==> src/rtl/burst_addr_gen.sv <==
module burst_addr_gen #(
  parameter int ADDR_W = 20
) (
  input  logic              clk,
  input  logic              rst_n,
  input  logic              cke_n,
  input  logic              cmd_valid,
  input  logic              adv,
  input  logic              ilv_order,
  input  logic [ADDR_W-1:0] addr_in,
  output logic [ADDR_W-1:0] addr_out
);

  localparam int BEAT_W = 2;

  logic [ADDR_W-1:0] start_q;
  logic [BEAT_W-1:0] beat_q;
  logic              open_q;

  wire do_load  = !cke_n && !adv && cmd_valid;
  wire do_desel = !cke_n && !adv && !cmd_valid;
  wire do_step  = !cke_n && adv && open_q;

  always_ff @(posedge clk or negedge rst_n) begin
    if (!rst_n) begin
      start_q <= '0;
      beat_q  <= '0;
      open_q  <= 1'b0;
    end else if (do_load) begin
      start_q <= addr_in;
      beat_q  <= '0;
      open_q  <= 1'b1;
    end else if (do_desel) begin
      open_q  <= 1'b0;
    end else if (do_step) begin
      beat_q  <= beat_q + 1'b1;
    end
  end

  wire [BEAT_W-1:0] lin_low = start_q[BEAT_W-1:0] + beat_q;
  wire [BEAT_W-1:0] ilv_low = start_q[BEAT_W-1:0] ^ beat_q;

  assign addr_out = {start_q[ADDR_W-1:BEAT_W], ilv_order ? ilv_low : lin_low};

  AST_RESET_ZERO: assert property (@(posedge clk) !rst_n |=> addr_out == '0 || !rst_n);

  AST_LOAD_TAKES: assert property (@(posedge clk) disable iff (!rst_n)
    do_load |=> addr_out == $past(addr_in));

  AST_LIN_STEP: assert property (@(posedge clk) disable iff (!rst_n)
    (do_step && !ilv_order) |=> (ilv_order || addr_out[1:0] == $past(addr_out[1:0]) + 2'd1));

  AST_ILV_TOGGLE: assert property (@(posedge clk) disable iff (!rst_n)
    (do_step && ilv_order) |=> (!ilv_order || addr_out[0] != $past(addr_out[0])));

  AST_UPPER_KEPT: assert property (@(posedge clk) disable iff (!rst_n)
    do_step |=> addr_out[ADDR_W-1:2] == $past(addr_out[ADDR_W-1:2]));

  AST_CKE_HOLD: assert property (@(posedge clk) disable iff (!rst_n)
    cke_n |=> ($stable(addr_out) || !$stable(ilv_order)));

  AST_DESEL_HOLD: assert property (@(posedge clk) disable iff (!rst_n)
    (!cke_n && adv && !open_q) |=> ($stable(addr_out) || !$stable(ilv_order)));

endmodule

==> config.mk <==
export PLATFORM = sky130hd
export DESIGN_NAME = burst_addr_gen
export DESIGN_NICKNAME = d
export VERILOG_FILES = /design/src/rtl/burst_addr_gen.sv
export SDC_FILE = /design/constraint.sdc
export NUM_CORES = 1
export LEC_CHECK = 0
export ABC_CLOCK_PERIOD_IN_PS = 1200
export BUFFER_PORTS_ARGS = -buffer_cell sky130_fd_sc_hd__clkbuf_2
export CORE_MARGIN = 10
export CORE_UTILIZATION = 43
export CTS_CLUSTER_SIZE = 14
export DETAILED_ROUTE_END_ITERATION = 8
export PLACE_DENSITY_LB_ADDON = 0.15
export RECOVER_POWER = 100
export SETUP_SLACK_MARGIN = 0.3
export SYNTH_ARGS = -nofsm -noshare
export SYNTH_HDL_FRONTEND = slang
export SYNTH_SLANG_ARGS = --single-unit
==> constraint.sdc <==
create_clock -name clk -period 1.2 [get_ports clk]
set_clock_uncertainty 0.15 [all_clocks]
set_input_delay 0.12 -clock clk [delete_from_list [all_inputs] [get_ports clk]]
set_output_delay 0.12 -clock clk [all_outputs]
set_load 0.02 [all_outputs]
==> results of run 1 <==
## worst max-delay path: cells and delay by family (launching register included)
family	cells	cell delay, ns
adders and majority gates	1	0.17
DFF	1	0.43
buffers and inverters	1	0.13
and+or+nand+nor	1	0.13
xor gates and xnor gates	1	0.15
## power breakdown
part / internal (mW) / switching (mW)
clock: 0.124 / 0.226
combinational: 0.897 / 0.530
sequential: 0.930 / 0.117
## metal layers
metal	track usage [%]	vias up	part of all wire, %
li1	-	368	-
met1	12.4	384	38
met2	20.6	32	53
met3	5.71	2	9.4
met4	1.94	0	0.44
met5	0	-	0
## area by class of cell
class,instances,share of cell area [%]
well taps,30,2.10
clock inverters,1,0.281
clock buffers,3,1.26
repair buffers,78,38.0
multi-input cells,35,26.1
flip-flops and latches,23,32.3
## metrics by stage
step | instance area (um^2) | total power, mW | std cells | setup WS, ns
finish | 1780 | 2.83 | 170 | -0.383
detailed placement | 1370 | 2.00 | 141 | -0.137
global route | 1780 | 3.00 | 170 | -0.452
global placement | 1370 | 1.97 | 141 | -0.0951
floorplan | 1210 | 1.84 | 79 | -0.00790
CTS | 1830 | 2.79 | 163 | -0.398
## state kept, by name, indices dropped and copies added (netlist names)
register	flops
open_q	1
start_q	20
beat_q	2
## final timing paths
path | from | to | slack, ns | cells past startpoint
worst min register to register | start_q[10] | start_q[10] | 0.38 | 1
max in group asynchronous | rst_n | beat_q[1] | 0.35 | 2
min in group asynchronous | rst_n | start_q[7] | 0.17 | 2
worst max-delay path | start_q[0] | addr_out[1] | -0.38 | 4
worst max register to register | beat_q[0] | beat_q[1] | -0.28 | 5
worst min-delay path | addr_in[3] | start_q[3] | -0.12 | 2
## cell families after synthesis
group,after synthesis
simple gates,6
mux,22
xor+xnor,2
flops,23
compound gates,4
fa+ha+maj,1
buf+inv,21
## synth_stat cells
master and instances:
dfrtp_1 23, mux2_4 19, buf_4 18, a22o_1 2, buf_6 2, mux2_2 2
nand2b_1 2, xnor2_1 2, clkbuf_1 1, ha_1 1, mux2i_1 1, nand2_1 1
nor2_1 1, nor2b_1 1, nor3b_4 1, o21ai_0 1, o21bai_1 1
## timing repair
action | in CTS | in global routing
setup endpoints to repair | 43 | 66
gates cloned | 3 | 0
gates resized for setup | 54 | 13
pin swaps | 2 | 1
hold endpoints to repair | 43 | 21
buffers inserted | 14 | 7
==> results.cfg, run 1 <==
[run_status]
status = complete, but fails checks
violations = negative hold slack, negative setup slack

[sta]
post-route-period-util_pct = 132
fmax_mhz = 632
hold_ws_ns = -0.123
tightest_slew_ns = 0.574
setup_violations = 8
slew_viol_final = 0
hold_viol_final = 21
tns_ns = -1.20
relSlewSlack_pct = 61.7
setup_ws_ns = -0.383
fin_crit_ns = 1.58
rsz0062_at_grt = true

[clock_network]
clk-insertion-delay-late_ns = 0.30
clockBufferDepth = 2
clk_pin_slew_ns = 0.12
cts_hold_buf = 1
cts_root_buf = clkbuf_4
h-tree-depth = 1
cts_made_buffers = 3
cts_tree = yes
cts_num_sinks = 23

[detailed_routing]
vias_per_cell = 4.62
vias = 786
first_pass_iters = 2
wirelength_um = 2960
drt_iter0_drc = 35
antenna_left = 0
route.detailed.drc = 0
wire_per_inst_um = 17.4

[worst_setup_path]
critPathLaunchType = flip-flop
cp_data_arrival_time_ns = 1.31
crit_chain = ha_4 > nor2b_4 > xnor2_4 > buf_8
slowest_delay_ns = 0.43
critPathMaxFanout = 2
cpMaxStageDelayCell = dfrtp_1
end_kind = primary output
cp.required_ns = 0.93
path_class = reg2out

[placed_design]
place.gp.congestion = 0.617
dp_hpwl_um = 1790
portBuffers = 45

[synthesis]
synth_top_family_by_area = multiplexers
synth_seq_area_share_pct = 49.6
synth_fa_ha_area_share_pct = 1.08
yosysTopAreaCell = dfrtp_1
synthTopCellsByArea = dfrtp_1, mux2_4, buf_4, buf_6, mux2_2
synth_top_cell_area_share_pct = 49.6
synth_warnings = 0
synth_area_um2 = 1160
syn_avg_cell_area_um2 = 14.7
yosys.area_share.simple_pct = 3.88
synthXorXnorAreaFrac_pct = 1.51
syn_inst = 79
synth_fp_nets = 106
synth-seq-cells = 23
synth.area.mux_share_pct = 27.4
ys_types = 17
synth_compound_area_share_pct = 2.59

[finish]
areaGrowthSynthToFinish_pct = 53.8
drive_gt1_share_pct = 74.3
mostFrequentLayoutCells = clkbuf_2, dfrtp_1, mux2_4, clkbuf_8, buf_4
num_antenna_cells = 0
fin_nets = 168
multiInputGateArea_um2 = 465
final_util_pct = 70.7
seqCellArea_um2 = 576
fillers = 175
layout_commonest_cell = clkbuf_2

[grt]
gr-usage-all-layers_pct = 11.7
antenna_found_initial = 0
grt_max_degree = 24
gr-total-overflow = 0
grt_pass1_vias = 930
grt_pass1_wl_um = 4770

[pwr]
power.leakage_nw = 0.916
peakVddDrop_mv = 1.17
power.density_nw_per_um2 = 1580

[floorplanning]
die_area_um2 = 5170
rows = 18
core_area_um2 = 2520
die_h_um = 71.9
start_util_pct = 46.0
fp.dieW_um = 71.9
io_pins = 46

[min_path]
hold_path_class = in2reg

[flow_run]
drv_cap = 0
No activity file was read; power rests on OpenSTA's default activity.
==> inputs of run 2 (changes only) <==
--- a/config.mk
+++ b/config.mk
@@ -7,6 +7,7 @@
 export LEC_CHECK = 0
 export ABC_CLOCK_PERIOD_IN_PS = 1200
 export BUFFER_PORTS_ARGS = -buffer_cell sky130_fd_sc_hd__clkbuf_2
+export CORE_ASPECT_RATIO = 1.25
 export CORE_MARGIN = 10
 export CORE_UTILIZATION = 43
 export CTS_CLUSTER_SIZE = 14
==> results.cfg, run 2 (same netlist as run 1, synthesis figures left out) <==
[sta]
tns_ns = -0.757
fin_crit_ns = 1.56
hold_viol_final = 20
slew_viol_final = 0
fmax_mhz = 642
rsz0062_at_grt = true
tightest_slew_ns = 0.561
post-route-period-util_pct = 130
setup_violations = 6
relSlewSlack_pct = 62.6
hold_ws_ns = -0.119
setup_ws_ns = -0.357

[pwr]
peakVddDrop_mv = 1.46
switching_power_mw = 0.850
power.leakage_nw = 0.874
power.density_nw_per_um2 = 1600
internal_power_mw = 1.92
clock_power_share_pct = 12.7
switching_share_pct = 30.7
power_frac_comb_pct = 49.4
seq_power_share_pct = 38.0

[finish]
multiInputGateArea_um2 = 457
areaGrowthSynthToFinish_pct = 49.0
layout_commonest_cell = clkbuf_2
seqCellArea_um2 = 576
num_antenna_cells = 0
mostFrequentLayoutCells = clkbuf_2, dfrtp_1, mux2_4, buf_4, clkbuf_8
top_regs = start_q: 20 flops, beat_q: 2 flops, open_q: 1 flops
final_util_pct = 65.8
drive_gt1_share_pct = 73.0
final-instance-count-excl-fill = 171
max_flop_register = start_q
fillers = 214
largest_reg_flops = 20
fin_nets = 165

[min_path]
hold_path_class = in2reg

[clock_network]
h-tree-depth = 1
cts_num_sinks = 23
cts_made_buffers = 3
clockBufferDepth = 2
cts_hold_buf = 1
clk-insertion-delay-late_ns = 0.30
clk_pin_slew_ns = 0.13
cts_tree = yes
cts_root_buf = clkbuf_4

[detailed_routing]
wirelength_um = 2730
route.detailed.drc = 0
first_pass_iters = 3
antenna_left = 0
wire_per_inst_um = 16.0
vias = 780
drt_iter0_drc = 29
vias_per_cell = 4.56

[floorplanning]
die_area_um2 = 5190
start_util_pct = 44.1
die_h_um = 78.1
rows = 21
io_pins = 46
fp.dieW_um = 66.5
core_area_um2 = 2630

[grt]
grt_pass1_wl_um = 4290
grt_pass1_vias = 887
gr-usage-all-layers_pct = 10.6
antenna_found_initial = 0
grt_max_degree = 24
gr-total-overflow = 0

[placed_design]
pre_cts_ws_ns = -0.0856
place.gp.congestion = 0.771
dp_cells = 145
portBuffers = 45

[worst_setup_path]
cp_data_arrival_time_ns = 1.29
critPathLaunchType = flip-flop
slowest_delay_ns = 0.41
end_kind = primary output
cpMaxStageDelayCell = dfrtp_1
path_class = reg2out
crit_chain = xnor2_1 > buf_4 > xnor2_4 > buf_8
cp.required_ns = 0.93
critPathMaxFanout = 2

[flow_run]
drv_cap = 0

[run_status]
status = complete, but fails checks
violations = negative hold slack, negative setup slack
## run 2: final cells by class
type | instances | area share, %
timing repair buffer | 75 | 36.2
tap | 34 | 2.46
sequential | 23 | 33.3
clock inverter | 1 | 0.290
clock buffer | 3 | 1.30
multi-input combinational | 35 | 26.4
## run 2: per-layer routing
metal | track usage [%] | part of all wire, % | vias up
met1 | 12.0 | 42 | 375
met2 | 16.9 | 47 | 33
met4 | 4.41 | 2.2 | 0
li1 | - | - | 366
met3 | 4.55 | 9.3 | 6
met5 | 0 | 0 | -
## run 2: critical path, delay by kind of cell (launching register included)
family                    cells  cell delay (ns)
buffers and inverters         2             0.28
xor gates and xnor gates      2             0.29
DFF                           1             0.41
## run 2: path summary, 6_finish.rpt
check,end,depth (start not counted),startpoint,slack [ns]
min in group asynchronous,start_q[8],2,rst_n,0.16
max in group asynchronous,start_q[0],2,rst_n,0.36
worst max register to register,beat_q[1],4,beat_q[0],-0.15
worst max-delay path,addr_out[1],4,start_q[1],-0.36
worst min register to register,start_q[10],1,start_q[10],0.38
worst min-delay path,start_q[1],2,addr_in[1],-0.12
## run 2: stage by stage
step | total power, mW | cell area [um^2]
2_1_floorplan | 1.84 | 1210
3_3_place_gp | 1.98 | 1380
3_5_place_dp | 1.99 | 1380
4_1_cts | 2.77 | 1790
5_1_grt | 2.93 | 1730
6_report | 2.77 | 1730
## run 2: power groups by stage
stage,registers [mW],logic (mW),clock network (mW)
global placement,1.03,0.947,0
detailed placement,1.04,0.950,0
global route,1.07,1.46,0.403
floorplan,1.02,0.812,0
CTS,1.04,1.36,0.371
finish,1.05,1.37,0.351
## run 2: timing repair
| action | in CTS | in global routing |
|---|---|---|
| gates cloned | 2 | 0 |
| setup buffers | 14 | 5 |
| hold endpoints to repair | 43 | 20 |
| pin swaps | 2 | 2 |
| resized for setup | 48 | 15 |
| endpoints found under the setup margin | 42 | 65 |
